[config.mk]
export PLATFORM = sky130hd
export DESIGN_NAME = hbd_host_if
export DESIGN_NICKNAME = d
export VERILOG_FILES = /design/src/rtl/hbd_pkg.sv /design/src/rtl/hbd_addr_dec.sv /design/src/rtl/hbd_rd_mux.sv /design/src/rtl/hbd_ctl_regs.sv /design/src/rtl/hbd_host_if.sv
export SDC_FILE = /design/constraint.sdc
export NUM_CORES = 1
export LEC_CHECK = 0
export BUFFER_PORTS_ARGS = -buffer_cell sky130_fd_sc_hd__clkbuf_2
export CELL_PAD_IN_SITES_DETAIL_PLACEMENT = 0
export CELL_PAD_IN_SITES_GLOBAL_PLACEMENT = 1
export CORE_UTILIZATION = 34
export CTS_BUF_LIST = sky130_fd_sc_hd__clkbuf_8
export DETAILED_ROUTE_END_ITERATION = 8
export GPL_ROUTABILITY_DRIVEN = 1
export PLACE_DENSITY = 0.94
export SLEW_MARGIN = 0
export SYNTH_ARGS = -nofsm -noshare
export SYNTH_HDL_FRONTEND = slang
export SYNTH_SLANG_ARGS = --single-unit
[constraint.sdc]
create_clock -name clk_i -period 3.33 [get_ports clk_i]
set_input_delay 0.666 -clock clk_i [delete_from_list [all_inputs] [get_ports clk_i]]
set_output_delay 0.666 -clock clk_i [all_outputs]
set_load 0.05 [all_outputs]
[src/rtl/hbd_pkg.sv]
package hbd_pkg;
  localparam int unsigned DEC_AW = 4;
  localparam int unsigned N_CTL  = 8;
  localparam int unsigned N_RB   = 3;

  // write map
  localparam logic [DEC_AW-1:0] WA_CLK_SEL = 4'd0;
  localparam logic [DEC_AW-1:0] WA_WREC    = 4'd2;
  localparam logic [DEC_AW-1:0] WA_TRIG    = 4'd3;
  localparam logic [DEC_AW-1:0] WA_THR     = 4'd8;

  // readback map, index order of rb_sel
  localparam logic [DEC_AW-1:0] RA_RB_BASE = 4'd8;

  typedef enum logic [1:0] {
    RB_CLK  = 2'd0,
    RB_WREC = 2'd1,
    RB_TRIG = 2'd2
  } rb_idx_e;
endpackage

[src/rtl/hbd_addr_dec.sv]
module hbd_addr_dec
  import hbd_pkg::*;
#(
  parameter int unsigned N_SRC = 8
) (
  input  logic [DEC_AW-1:0] addr_i,
  input  logic              wr_ni,
  input  logic              rd_ni,
  input  logic              port_ni,
  input  logic              slot_ni,
  input  logic              pers_ni,
  input  logic              map_i,
  output logic [N_SRC-1:0]  src_sel_o,
  output logic [N_RB-1:0]   rb_sel_o,
  output logic              wr_act_o,
  output logic [N_CTL-1:0]  wr_sel_o,
  output logic              thr_sel_o,
  output logic [1:0]        rom_cs_o,
  output logic              wbuf_en_o
);
  logic port_rd, rom_rd;

  assign port_rd   = !rd_ni && !port_ni;
  assign wbuf_en_o = !wr_ni && !port_ni && !slot_ni;
  assign wr_act_o  = wbuf_en_o;
  // port read wins over ROM space
  assign rom_rd    = !rd_ni && !pers_ni && !slot_ni && port_ni;
  assign rom_cs_o  = rom_rd ? (map_i ? 2'b10 : 2'b01) : 2'b00;
  assign thr_sel_o = (addr_i == WA_THR);

  for (genvar i = 0; i < N_SRC; i++) begin : g_src
    assign src_sel_o[i] = port_rd && (addr_i == DEC_AW'(i));
  end

  for (genvar i = 0; i < N_RB; i++) begin : g_rb
    assign rb_sel_o[i] = port_rd && (addr_i == RA_RB_BASE + DEC_AW'(i));
  end

  for (genvar i = 0; i < N_CTL; i++) begin : g_wr
    assign wr_sel_o[i] = (addr_i == DEC_AW'(i));
  end
endmodule

[src/rtl/hbd_rd_mux.sv]
module hbd_rd_mux
  import hbd_pkg::*;
#(
  parameter int unsigned N_SRC = 8,
  parameter int unsigned DW    = 8
) (
  input  logic [N_SRC-1:0]    src_sel_i,
  input  logic [N_RB-1:0]     rb_sel_i,
  input  logic [N_SRC*DW-1:0] src_i,
  input  logic [N_RB*DW-1:0]  rb_i,
  output logic [DW-1:0]       data_o,
  output logic                oe_o
);
  always_comb begin
    data_o = '0;
    for (int i = 0; i < N_SRC; i++)
      if (src_sel_i[i]) data_o = data_o | src_i[i*DW +: DW];
    for (int i = 0; i < N_RB; i++)
      if (rb_sel_i[i]) data_o = data_o | rb_i[i*DW +: DW];
  end

  assign oe_o = |{src_sel_i, rb_sel_i};
endmodule

[src/rtl/hbd_ctl_regs.sv]
module hbd_ctl_regs
  import hbd_pkg::*;
#(
  parameter int unsigned DW = 8
) (
  input  logic             clk_i,
  input  logic             rst_ni,
  input  logic             wr_act_i,
  input  logic [N_CTL-1:0] wr_sel_i,
  input  logic             thr_sel_i,
  input  logic [DW-1:0]    data_i,
  output logic [N_CTL-1:0] ld_en_o,
  output logic             thr_ld_o,
  output logic [DW-1:0]    clk_sel_o,
  output logic [DW-1:0]    wrec_o,
  output logic [DW-1:0]    trig_o
);
  logic wr_act_q, wr_go;

  // one load per strobe assertion
  assign wr_go = wr_act_i && !wr_act_q;

  always_ff @(posedge clk_i or negedge rst_ni) begin
    if (!rst_ni) begin
      wr_act_q  <= 1'b0;
      ld_en_o   <= '0;
      thr_ld_o  <= 1'b0;
      clk_sel_o <= '0;
      wrec_o    <= '0;
      trig_o    <= '0;
    end else begin
      wr_act_q <= wr_act_i;
      ld_en_o  <= wr_go ? wr_sel_i : '0;
      thr_ld_o <= wr_go && thr_sel_i;
      if (wr_go && wr_sel_i[WA_CLK_SEL]) clk_sel_o <= data_i;
      if (wr_go && wr_sel_i[WA_WREC])    wrec_o    <= data_i;
      if (wr_go && wr_sel_i[WA_TRIG])    trig_o    <= data_i;
    end
  end
endmodule

[src/rtl/hbd_host_if.sv]
module hbd_host_if
  import hbd_pkg::*;
#(
  parameter int unsigned BUS_AW = 8,
  parameter int unsigned DW     = 8,
  parameter int unsigned N_SRC  = 8
) (
  input  logic                clk_i,
  input  logic                rst_ni,
  input  logic [BUS_AW-1:0]   addr_i,
  input  logic [DW-1:0]       data_i,
  input  logic                wr_ni,
  input  logic                rd_ni,
  input  logic                port_ni,
  input  logic                slot_ni,
  input  logic                pers_ni,
  input  logic                map_i,
  input  logic [N_SRC*DW-1:0] rd_src_i,
  output logic [DW-1:0]       data_o,
  output logic                data_oe_o,
  output logic [N_SRC-1:0]    rd_en_o,
  output logic [1:0]          rom_cs_o,
  output logic                wbuf_en_o,
  output logic [N_CTL-1:0]    ld_en_o,
  output logic                thr_ld_o,
  output logic [4:0]          clk_src_o,
  output logic                login_set_o,
  output logic [3:0]          dc_mask_o,
  output logic [3:0]          match_o,
  output logic [1:0]          arm_mode_o,
  output logic                trig_init_o,
  output logic                login_clr_o
);
  logic [N_SRC-1:0]   src_sel;
  logic [N_RB-1:0]    rb_sel;
  logic               wr_act, thr_sel;
  logic [N_CTL-1:0]   wr_sel;
  logic [DW-1:0]      clk_sel_q, wrec_q, trig_q;
  logic [N_RB*DW-1:0] rb_bus;

  hbd_addr_dec #(.N_SRC(N_SRC)) u_dec (
    .addr_i    (addr_i[DEC_AW-1:0]),
    .wr_ni     (wr_ni),
    .rd_ni     (rd_ni),
    .port_ni   (port_ni),
    .slot_ni   (slot_ni),
    .pers_ni   (pers_ni),
    .map_i     (map_i),
    .src_sel_o (src_sel),
    .rb_sel_o  (rb_sel),
    .wr_act_o  (wr_act),
    .wr_sel_o  (wr_sel),
    .thr_sel_o (thr_sel),
    .rom_cs_o  (rom_cs_o),
    .wbuf_en_o (wbuf_en_o)
  );

  hbd_ctl_regs #(.DW(DW)) u_regs (
    .clk_i     (clk_i),
    .rst_ni    (rst_ni),
    .wr_act_i  (wr_act),
    .wr_sel_i  (wr_sel),
    .thr_sel_i (thr_sel),
    .data_i    (data_i),
    .ld_en_o   (ld_en_o),
    .thr_ld_o  (thr_ld_o),
    .clk_sel_o (clk_sel_q),
    .wrec_o    (wrec_q),
    .trig_o    (trig_q)
  );

  assign rb_bus[RB_CLK*DW  +: DW] = clk_sel_q;
  assign rb_bus[RB_WREC*DW +: DW] = wrec_q;
  assign rb_bus[RB_TRIG*DW +: DW] = trig_q;

  hbd_rd_mux #(.N_SRC(N_SRC), .DW(DW)) u_mux (
    .src_sel_i (src_sel),
    .rb_sel_i  (rb_sel),
    .src_i     (rd_src_i),
    .rb_i      (rb_bus),
    .data_o    (data_o),
    .oe_o      (data_oe_o)
  );

  assign rd_en_o     = src_sel;
  assign clk_src_o   = {clk_sel_q[5], clk_sel_q[4], clk_sel_q[2:0]};
  assign login_set_o = clk_sel_q[7];
  assign dc_mask_o   = wrec_q[3:0];
  assign match_o     = wrec_q[7:4];
  assign arm_mode_o  = trig_q[5:4];
  assign trig_init_o = trig_q[7];
  assign login_clr_o = trig_q[7];
endmodule

==> qor.yml, run 1 <==
outcome:
  status: "completed"
timing:
  final_hold_viol_count: 0
  worstMarginPinSlew_ns: 0.874
  finalCritPeriodShare_pct: 95.9
  fin_ws_ns: 0.137
  max_slew_margin_pct: 41.7
  fmax_mhz: 313
  clock_skew_ns: 0.00350
  final_max_slew_viol_count: 0
  setup_viol: 0
  grt_setup_unrepaired: "no"
  period_needed_ns: 3.19
  finalSetupTns_ns: 0
yosys:
  synth_cells: 178
  synthMuxAreaShare_pct: 30.8
  synth_edf_count: 0
  synth-compound-area-share_pct: 8.70
  synth_xor_area_share_pct: 0
  ys_async_sr_fraction_pct: 100
  syn_area_per_cell_sq_um: 11.8
  synth-seq-area-share_pct: 40.5
  synth.distinct_cells: 41
  yosysTopAreaCellShare_pct: 40.5
  synthTopCellsByArea: "dfrtp_1, mux2_2, mux4_2"
  ys_seq_elements: 34
  synth_top_family_by_area: "multiplexers"
  ys.flop_type: "dfrtp_1"
  synth_top_area_cell: "dfrtp_1"
  syn_area_sq_mm: 0.00210
  yosysWarnings: 0
  synth_simple_gate_area_share_pct: 14.7
  synth_fp_nets: 266
  synthAdderAreaFrac_pct: 0
grt:
  grt_max_degree: 35
  antenna_found_initial: 0
  track_usage_pct: 20.5
  grt_pass1_vias: 2000
  overflow: 0
  grt_first_pass_wirelength_mm: 9.61
cts:
  cts_sinks: 34
  clock_path_buffers: 2
  holdBufCountCts: 0
  cts_resized: 0
  worst_skew_pair.late_latency_ns: 0.28
  tritoncts.num_buffers: 5
  cts-root-buf: "clkbuf_8"
  cts_tree: "built"
  cts_setup_buffers: 0
  clk_pin_slew_ns: 0.07
  cts.htree.levels: 2
routing:
  wl_per_cell_um: 17.0
  vias: 2024
  drtPass1Iterations: 4
  drc: 0
  drtIter0Drc: 60
  vias_per_cell: 5.31
  antenna_left: 0
  drt-total-wl_mm: 6.49
placement:
  place_ws_ns: 0.182
  io_buffer_count: 130
  hpwl_mm: 4.91
  postPlaceCellArea_sq_mm: 0.00284
  gp_congestion: 0.746
critical_path:
  arrival_ns: 2.53
  endpoint: "data_o[0]"
  ff2ff_path_depth: 4
  path_depth: 6
  crit_chain: "clkbuf_2, or4b_2, nor2_2, a22oi_1, nand3_1, clkbuf_2"
  critPathTopFamily: "simple AND/OR/NAND/NOR gates"
  required_ns: 2.66
  cp-startpoint: "addr_i[2]"
  cpMaxStageDelayCell: "or4b_2"
  path_class: "primary input to output pin"
  crit_buf_inv: 2
  cp-start-kind: "primary input"
  max_stage_delay_ns: 0.75
  r2r-end: "u_regs.clk_sel_o[6]"
  path_common_cell: "clkbuf_2"
  rr_startpoint: "u_regs.wr_act_q"
  r2r_setup_slack_ns: 1.49
  end_kind: "output pin"
  critical_path.max_fanout: 7
finish:
  n_antenna_cell: 0
  final_cell_mix: "clkbuf_2, dfrtp_1, mux2_2"
  syn_to_final_growth_pct: 39.0
  nFillCells: 578
  drive_gt1_share_pct: 64.4
  fin_area_sq_mm: 0.00292
  nets: 395
  post-route-util_pct: 49.0
  layout_commonest_cell: "clkbuf_2"
power:
  p_sw_share_pct: 34.1
  power_frac_comb_pct: 31.3
  pwr_density_cell_mw_per_mm2: 387
  power_leakage_uw: 0.00155
  peakVddDrop_mv: 0.217
  sequentialPowerShare_pct: 42.4
  p_sw_uw: 385
  pwr-share-clk_pct: 26.3
  internal_power_uw: 745
floorplan:
  ioPinCount: 135
  core_area_sq_mm: 0.00596
  die_h_um: 80.6
  rows: 28
  die-area_sq_mm: 0.00649
  die_x_um: 80.6
  start_util_pct: 35.3
hold_path:
  hold_class: "primary input to asynchronous set/reset pin"
job:
  drv_cap: 0
-- routing by layer --
| layer | wire, um | vias up | global-route usage, % |
|---|---|---|---|
| met4 | 103 | 0 | 8.75 |
| li1 | - | 923 | - |
| met2 | 3130 | 110 | 34.8 |
| met1 | 2820 | 981 | 24.9 |
| met5 | 0 | - | 0 |
| met3 | 434 | 10 | 4.09 |
-- Yosys cell counts (2+ instances only) --
cell / count
nand2_1: 8
and2_1: 2
nor2_1: 14
nor4_1: 4
nand3_1: 2
a22o_1: 2
buf_4: 8
dfrtp_1: 34
buf_2: 3
mux2_2: 28
a21oi_1: 2
o2bb2ai_1: 2
a22oi_1: 12
mux4_2: 12
nand2b_1: 2
nor2b_1: 2
inv_1: 3
mux2i_1: 5
o211ai_1: 2
nor3_1: 5
nand2_2: 3
clkbuf_1: 4
-- kinds of logic after synthesis --
group	count (synthesis)
AO/OA/AOI/OAI	24
AND/OR/NAND/NOR	54
multiplexers	46
flip-flops	34
buffers and inverters	20
-- through the flow --
| step | total power (uW) | instances | hold slack [ns] |
|---|---|---|---|
| 6_report | 1130 | 381 | 0.491 |
| 5_1_grt | 1180 | 381 | 0.527 |
| 4_1_cts | 1140 | 381 | 0.502 |
| 3_5_place_dp | 841 | 375 | 0.487 |
| 3_3_place_gp | 832 | 375 | 0.473 |
| 2_1_floorplan | 733 | 178 | 0.370 |
-- sequential cells by signal, summed over array words and instances, names as in the netlist --
register / flops
u_regs.wr_act_q: 1
u_regs.trig_o: 8
u_regs.ld_en_o: 8
u_regs.wrec_o: 8
u_regs.thr_ld_o: 1
u_regs.clk_sel_o: 8
-- power groups by stage --
stage               Combinational (uW)  Sequential, uW  Clock [uW]
floorplan                          199             534           0
global placement                   350             483           0
detailed placement                 356             485           0
CTS                                357             477         309
global route                       377             482         323
finish                             354             479         297
-- worst min path at each step --
stage	endpoint	slack, ns
final	u_regs.thr_ld_o	0.49
after global routing	u_regs.clk_sel_o[6]	0.53
after CTS	u_regs.clk_sel_o[6]	0.50
after detailed placement	u_regs.clk_sel_o[6]	0.49
after global placement	u_regs.clk_sel_o[6]	0.47
after floorplan	u_regs.clk_sel_o[0]	0.37
-- layout make-up --
type / instances / area, sq um / share of cell area (%)
tap: 75 / 93.8 / 3.22
sequential: 34 / 851 / 29.2
inverter: 3 / 11.3 / 0.386
timing repair buffer: 139 / 731 / 25.0
clock buffer: 6 / 82.6 / 2.83
multi-input combinational: 124 / 1150 / 39.4
-- worst register-to-register path, cell delays in order (launching register included) --
cell and delay, ns:
dfrtp_1 0.38, nor4_1 0.33, nor3b_4 0.37, nand2_2 0.26, mux2_1 0.39
(Power assumes the default switching activity.)
==> inputs of run 2 (changes only) <==
- ABC_AREA: default -> 1
- CORE_UTILIZATION: 34 -> 32
==> run 2 against run 1 <==
Compared with the run above:
- cell area increased by 12%
- clock-buffer cell count down 1
- power rose by 10%
- sequential power is essentially flat
- clock skew is 0.0036 ns higher
- synthesized area rose by 12%
- clock power is 23% higher
- sequential share of layout area decreased by 3.1 points
- combinational power grew 12%
- worst hold slack lost 0.010 ns
- synthesized cell count grew 98%
- critical endpoint is now data_o[5]
==> qor.yml, run 2 <==
timing:
  fin_ws_ns: 0.533  # +0.396 ns
  grt_setup_unrepaired: "no"
  finalCritPeriodShare_pct: 84.0  # -12 points
  clock_skew_ns: 0.00714  # +0.00364 ns
  final_hold_viol_count: 0  # unchanged
  finalSetupTns_ns: 0  # unchanged
  final_max_slew_viol_count: 0  # unchanged
  period_needed_ns: 2.80  # -0.396 ns
  max_slew_margin_pct: 41.6  # -0.18 points
  worstMarginPinSlew_ns: 0.876  # +0.00263 ns
  setup_viol: 0  # unchanged
  fmax_mhz: 358  # +14%
placement:
  placed_cells: 560  # +49%
  gp_congestion: 0.841  # +13%
  hpwl_mm: 6.20  # +26%
  io_buffer_count: 130  # unchanged
  place_ws_ns: 0.542  # +0.360 ns
yosys:
  synth_cells: 353  # +98%
  ys.flop_type: "dfrtp_1"
  yosysTopAreaCellShare_pct: 36.1  # -4.5 points
  synth.distinct_cells: 20  # -51%
  synth_common_cells: "nand2_1, nand3_1, nor2_1"
  synth_fp_nets: 441  # +66%
  synth-seq-area-share_pct: 36.1  # -4.5 points
  syn_area_sq_mm: 0.00236  # +12%
  synth_edf_count: 0  # unchanged
  synthTopCellsByArea: "dfrtp_1, nand2_1, nand3_1"
  yosysWarnings: 0  # unchanged
  synth_top_area_cell: "dfrtp_1"
  ys_seq_elements: 34  # unchanged
  ys_async_sr_fraction_pct: 100  # unchanged
  synth_most_common_cell: "nand2_1"
  syn_area_per_cell_sq_um: 6.68  # -43%
critical_path:
  critPathTopFamily: "simple AND/OR/NAND/NOR gates"
  crit_chain: "clkbuf_2, inv_1, nand2_1, nor2_4, nand3_1, nand2_1, nor2_1, nand3_1, clkbuf_2"
  critical_path.max_fanout: 17  # +10
  cp-start-kind: "primary input"
  rr_startpoint: "u_regs.wr_act_q"
  ff2ff_path_depth: 4  # unchanged
  cp-startpoint: "addr_i[0]"
  r2r_setup_slack_ns: 1.86  # +0.37 ns
  required_ns: 2.66  # about the same
  r2r-end: "u_regs.clk_sel_o[4]"
  cpMaxStageDelayCell: "nor2_4"
  end_kind: "output pin"
  max_stage_delay_ns: 0.41  # -0.34 ns
  arrival_ns: 2.13  # -0.40 ns
  endpoint: "data_o[5]"
  path_class: "primary input to output pin"
  path_depth: 9  # +3
  crit_buf_inv: 3  # +1
cts:
  cts_resized: 0  # unchanged
  tritoncts.num_buffers: 5  # unchanged
  cts_setup_buffers: 0  # unchanged
  cts-root-buf: "clkbuf_8"
  cts_tree: "built"
  clock_path_buffers: 2  # unchanged
  worst_skew_pair.late_latency_ns: 0.29  # about the same
  cts.htree.levels: 2  # unchanged
  clk_pin_slew_ns: 0.07  # about the same
  cts_sinks: 34  # unchanged
  holdBufCountCts: 0  # unchanged
grt:
  grt_first_pass_wirelength_mm: 12.6  # +31%
  grt_pass1_vias: 2548  # +27%
  antenna_found_initial: 0  # unchanged
  track_usage_pct: 21.4  # +0.92 points
  overflow: 0  # unchanged
  grt_max_degree: 43  # +23%
floorplan:
  ioPinCount: 135  # unchanged
  die_x_um: 87.9  # +9.1%
  core_area_sq_mm: 0.00694  # +17%
  start_util_pct: 34.0  # -1.3 points
  die_h_um: 87.9  # +9.1%
  die-area_sq_mm: 0.00772  # +19%
  rows: 30  # +7.1%
job:
  drv_cap: 0  # unchanged
power:
  pwr_density_cell_mw_per_mm2: 381  # -1.7%
  power_leakage_uw: 0.00187  # +20%
  peakVddDrop_mv: 0.361  # +67%
routing:
  drtPass1Iterations: 5  # +1
  antenna_left: 0  # unchanged
  drc: 0  # unchanged
  drt-total-wl_mm: 8.24  # +27%
  drtIter0Drc: 147  # +150%
  vias_per_cell: 4.96  # -6.6%
  vias: 2819  # +39%
  wl_per_cell_um: 14.5  # -15%
hold_path:
  hold_class: "primary input to asynchronous set/reset pin"
finish:
  drive_gt1_share_pct: 33.1  # -31 points
  final_cell_mix: "clkbuf_2, nand2_1, nand3_1, nor2_1, dfrtp_1"
  post-route-util_pct: 47.1  # -1.9 points
  fin_cells: 568  # +49%
  n_antenna_cell: 0  # unchanged
  nets: 559  # +42%
  layout_commonest_cell: "clkbuf_2"
  nFillCells: 763  # +32%
  multi_input_area_sq_mm: 0.00127  # +11%
  ff_latch_area_sq_um: 851  # unchanged
  syn_to_final_growth_pct: 38.5
outcome:
  status: "completed"
==> run 2: cell types whose count changed after synthesis, sizes merged, moves of 24 or more <==
| cell | delta |
|---|---|
| nand2 | +99 |
| o21ai | +24 |
| nand4 | +31 |
| nor2 | +40 |
| nand3 | +47 |
| mux2 | -29 |
==> run 2: cells by family (layout without fill, tap and decap cells) <==
logic type | count (synthesis) | count (layout) | share of synthesized area [%]
buf+inv | 44 | 163 | 9.97
compound gates | 24 | 24 | 5.09
flops | 34 | 34 | 36.1
simple gates | 251 | 251 | 48.9
==> run 2: per-stage QoR <==
stage	power (uW)	area, sq um	hold slack [ns]
after CTS	1250	3270	0.504
after floorplan	744	2360	0.370
after global routing	1300	3270	0.532
after detailed placement	886	3160	0.489
after global placement	880	3160	0.484
final	1240	3270	0.481
==> run 2: area by class of cell <==
cell class | count | share of cell area [%]
multi-input combinational | 275 | 39.0
inverter | 19 | 2.18
timing repair buffer | 136 | 25.9
sequential | 34 | 26.0
clock inverter | 3 | 1.15
clock buffer | 5 | 2.11
tap | 96 | 3.68
==> run 2: worst min path at each step <==
| stage | start | to | slack, ns | cells past startpoint |
|---|---|---|---|---|
| 2_1_floorplan | rst_ni | u_regs.clk_sel_o[0] | 0.37 | 0 |
| 3_3_place_gp | u_regs.trig_o[1] | u_regs.trig_o[1] | 0.48 | 2 |
| 3_5_place_dp | u_regs.clk_sel_o[6] | u_regs.clk_sel_o[6] | 0.49 | 2 |
| 4_1_cts | rst_ni | u_regs.wrec_o[1] | 0.50 | 1 |
| 5_1_grt | u_regs.trig_o[3] | u_regs.trig_o[3] | 0.53 | 2 |
| 6_report | rst_ni | u_regs.ld_en_o[2] | 0.48 | 1 |
==> run 2: routing by layer <==
| layer | track usage, % | part of all wire (%) |
|---|---|---|
| met4 | 6.11 | 1.3 |
| met5 | 0 | 0 |
| met3 | 5.09 | 8.4 |
| met1 | 26.7 | 43 |
| met2 | 36.6 | 48 |
==> run 2: power by group <==
group	leakage (uW)	switching, uW	total (uW)	internal [uW]
Sequential	0.000437	24.8	480	456
Clock	0.0000607	149	366	218
Combinational	0.00137	288	397	109
Total	0.00187	461	1240	783
==> inputs of run 3 (changes only) <==
- CORE_UTILIZATION: 32 -> 30
- PLACE_DENSITY: 0.94 -> 0.89
- clock period: 3.33 -> 2.6 ns (I/O delays scaled with it)
==> run 3 against run 2 <==
Compared with the run above:
- first-iteration DRC count down 8.8%
- clock power up 6.6%
- critical endpoint is now data_o[7]
- cell area up 0.12%
- wire length down 1.4%
- worst hold slack worse by 0.16 ns
- combinational power up 27%
- sequential cell count unchanged
==> qor.yml, run 3 (synthesis results as in run 2) <==
outcome:
  status: "completed"
grt:
  grt_max_degree: 35  # -19%
  antenna_found_initial: 0  # unchanged
  track_usage_pct: 19.9  # -1.4 points
  grt_pass1_vias: 2649  # +4.0%
  overflow: 0  # unchanged
  grt_first_pass_wirelength_mm: 13.0  # +3.7%
floorplan:
  die-area_sq_mm: 0.00822  # +6.5%
  core_area_sq_mm: 0.00741  # +6.7%
  ioPinCount: 135  # unchanged
  die_x_um: 90.7  # +3.2%
  die_h_um: 90.7  # +3.2%
  rows: 31  # +3.3%
  start_util_pct: 31.9  # -2.1 points
timing:
  finalSetupTns_ns: 0  # unchanged
  grt_setup_unrepaired: "no"
  clock_skew_ns: 0.00474  # -0.00240 ns
  fmax_mhz: 413
  final_hold_viol_count: 0  # unchanged
  setup_viol: 0  # unchanged
  final_max_slew_viol_count: 0  # unchanged
  max_slew_margin_pct: 43.6  # +2.0 points
  worstMarginPinSlew_ns: 0.846  # -0.0300 ns
  finalCritPeriodShare_pct: 93.2
  period_needed_ns: 2.42
critical_path:
  critical_path.max_fanout: 7  # -10
  required_ns: 2.08  # -0.58 ns
  ff2ff_path_depth: 4  # unchanged
  end_kind: "output pin"
  r2r-end: "u_regs.clk_sel_o[4]"
  arrival_ns: 1.90  # -0.23 ns
  rr_startpoint: "u_regs.wr_act_q"
  path_class: "primary input to output pin"
  endpoint: "data_o[7]"
  cp-startpoint: "addr_i[1]"
  cp-start-kind: "primary input"
  r2r_setup_slack_ns: 1.11  # -0.75 ns
cts:
  cts-root-buf: "clkbuf_8"
  clk_pin_slew_ns: 0.07  # about the same
  cts_sinks: 34  # unchanged
  cts.htree.levels: 2  # unchanged
  worst_skew_pair.late_latency_ns: 0.28  # about the same
  holdBufCountCts: 0  # unchanged
  clock_path_buffers: 2  # unchanged
  cts_tree: "built"
  tritoncts.num_buffers: 5  # unchanged
power:
  peakVddDrop_mv: 0.350  # -3.1%
  pwr_density_cell_mw_per_mm2: 463  # +22%
  power_leakage_uw: 0.00188  # +0.57%
finish:
  syn_to_final_growth_pct: 38.7
  n_antenna_cell: 0  # unchanged
  drive_gt1_share_pct: 34.2  # +1.1 points
  fin_cells: 576  # +1.4%
  nets: 564  # +0.89%
  ff_latch_area_sq_um: 851  # unchanged
  final_cell_mix: "clkbuf_2, nand2_1, nand3_1, nor2_1, dfrtp_1"
  nFillCells: 806  # +5.6%
  multi_input_area_sq_mm: 0.00128  # +0.59%
  layout_commonest_cell: "clkbuf_2"
routing:
  drc: 0  # unchanged
  drtIter0Drc: 134  # -8.8%
  vias_per_cell: 4.83  # -2.8%
  drtPass1Iterations: 4  # -1
  antenna_left: 0  # unchanged
  wl_per_cell_um: 14.1  # -2.8%
  vias: 2780  # -1.4%
  drt-total-wl_mm: 8.12  # -1.4%
placement:
  placed_cells: 568  # +1.4%
  io_buffer_count: 130  # unchanged
  hpwl_mm: 6.29  # +1.4%
  gp_congestion: 0.890  # +5.8%
hold_path:
  hold_class: "primary input to asynchronous set/reset pin"
job:
  drv_cap: 0  # unchanged
## run 3: cell count changes in the layout (fill, tap and decap cells not counted)
cell	change
inv_1	-1
clkbuf_8	+1
nor2_1	-1
buf_12	-2
bufinv_16	-1
clkbuf_2	+2
buf_4	+5
nor2_4	+1
clkinv_2	+1
## run 3: power breakdown
group	switching, uW	internal (uW)
sequential	35.6	584
combinational	364	141
clock	181	209
total	581	934
## run 3: worst min path at each step
stage | endpoint | cells after the start | slack, ns
floorplan | u_regs.clk_sel_o[0] | 0 | 0.22
global placement | u_regs.clk_sel_o[6] | 2 | 0.48
detailed placement | u_regs.clk_sel_o[6] | 2 | 0.49
CTS | u_regs.ld_en_o[2] | 1 | 0.35
global route | u_regs.wrec_o[0] | 1 | 0.39
finish | u_regs.ld_en_o[2] | 1 | 0.32
## run 3: cell type report
cell class / instances / share of cell area, %
well taps: 99 / 3.79
inverters: 19 / 2.18
clock inverters: 2 / 0.268
multi-input cells: 275 / 39.2
flip-flops and latches: 34 / 26.0
repair buffers: 141 / 26.1
clock buffers: 6 / 2.52
## run 3: what timing repair did
action,4_1_cts,5_1_grt
gates resized for setup,0,1
setup endpoints to repair,0,1
setup buffers,0,0
## run 3: metal layers
layer  wire length [um]  GRT usage [%]
met1               3680           26.4
met2               3770           33.1
met3                570           3.54
met4                102           5.65
met5                  0              0
## run 3: critical path, cell delays in order
cell	delay, ns
clkbuf_2	0.16
inv_1	0.08
nand2_1	0.16
nor2_1	0.09
nand2_1	0.25
nor2_1	0.08
nor2_1	0.19
nand3_1	0.18
buf_12	0.19
## run 3: through the flow
step                      util (%)  area, sq um  setup WS [ns]  total power, uW  hold WS (ns)
after detailed placement      42.9         3180          0.145             1130         0.488
after global routing          44.2         3270         0.0274             1600         0.391
final                         44.2         3270          0.177             1520         0.324
after floorplan                  -         2360         0.0676              953         0.224
after CTS                     44.1         3270          0.140             1530         0.353
after global placement        42.9         3180          0.185             1130         0.482
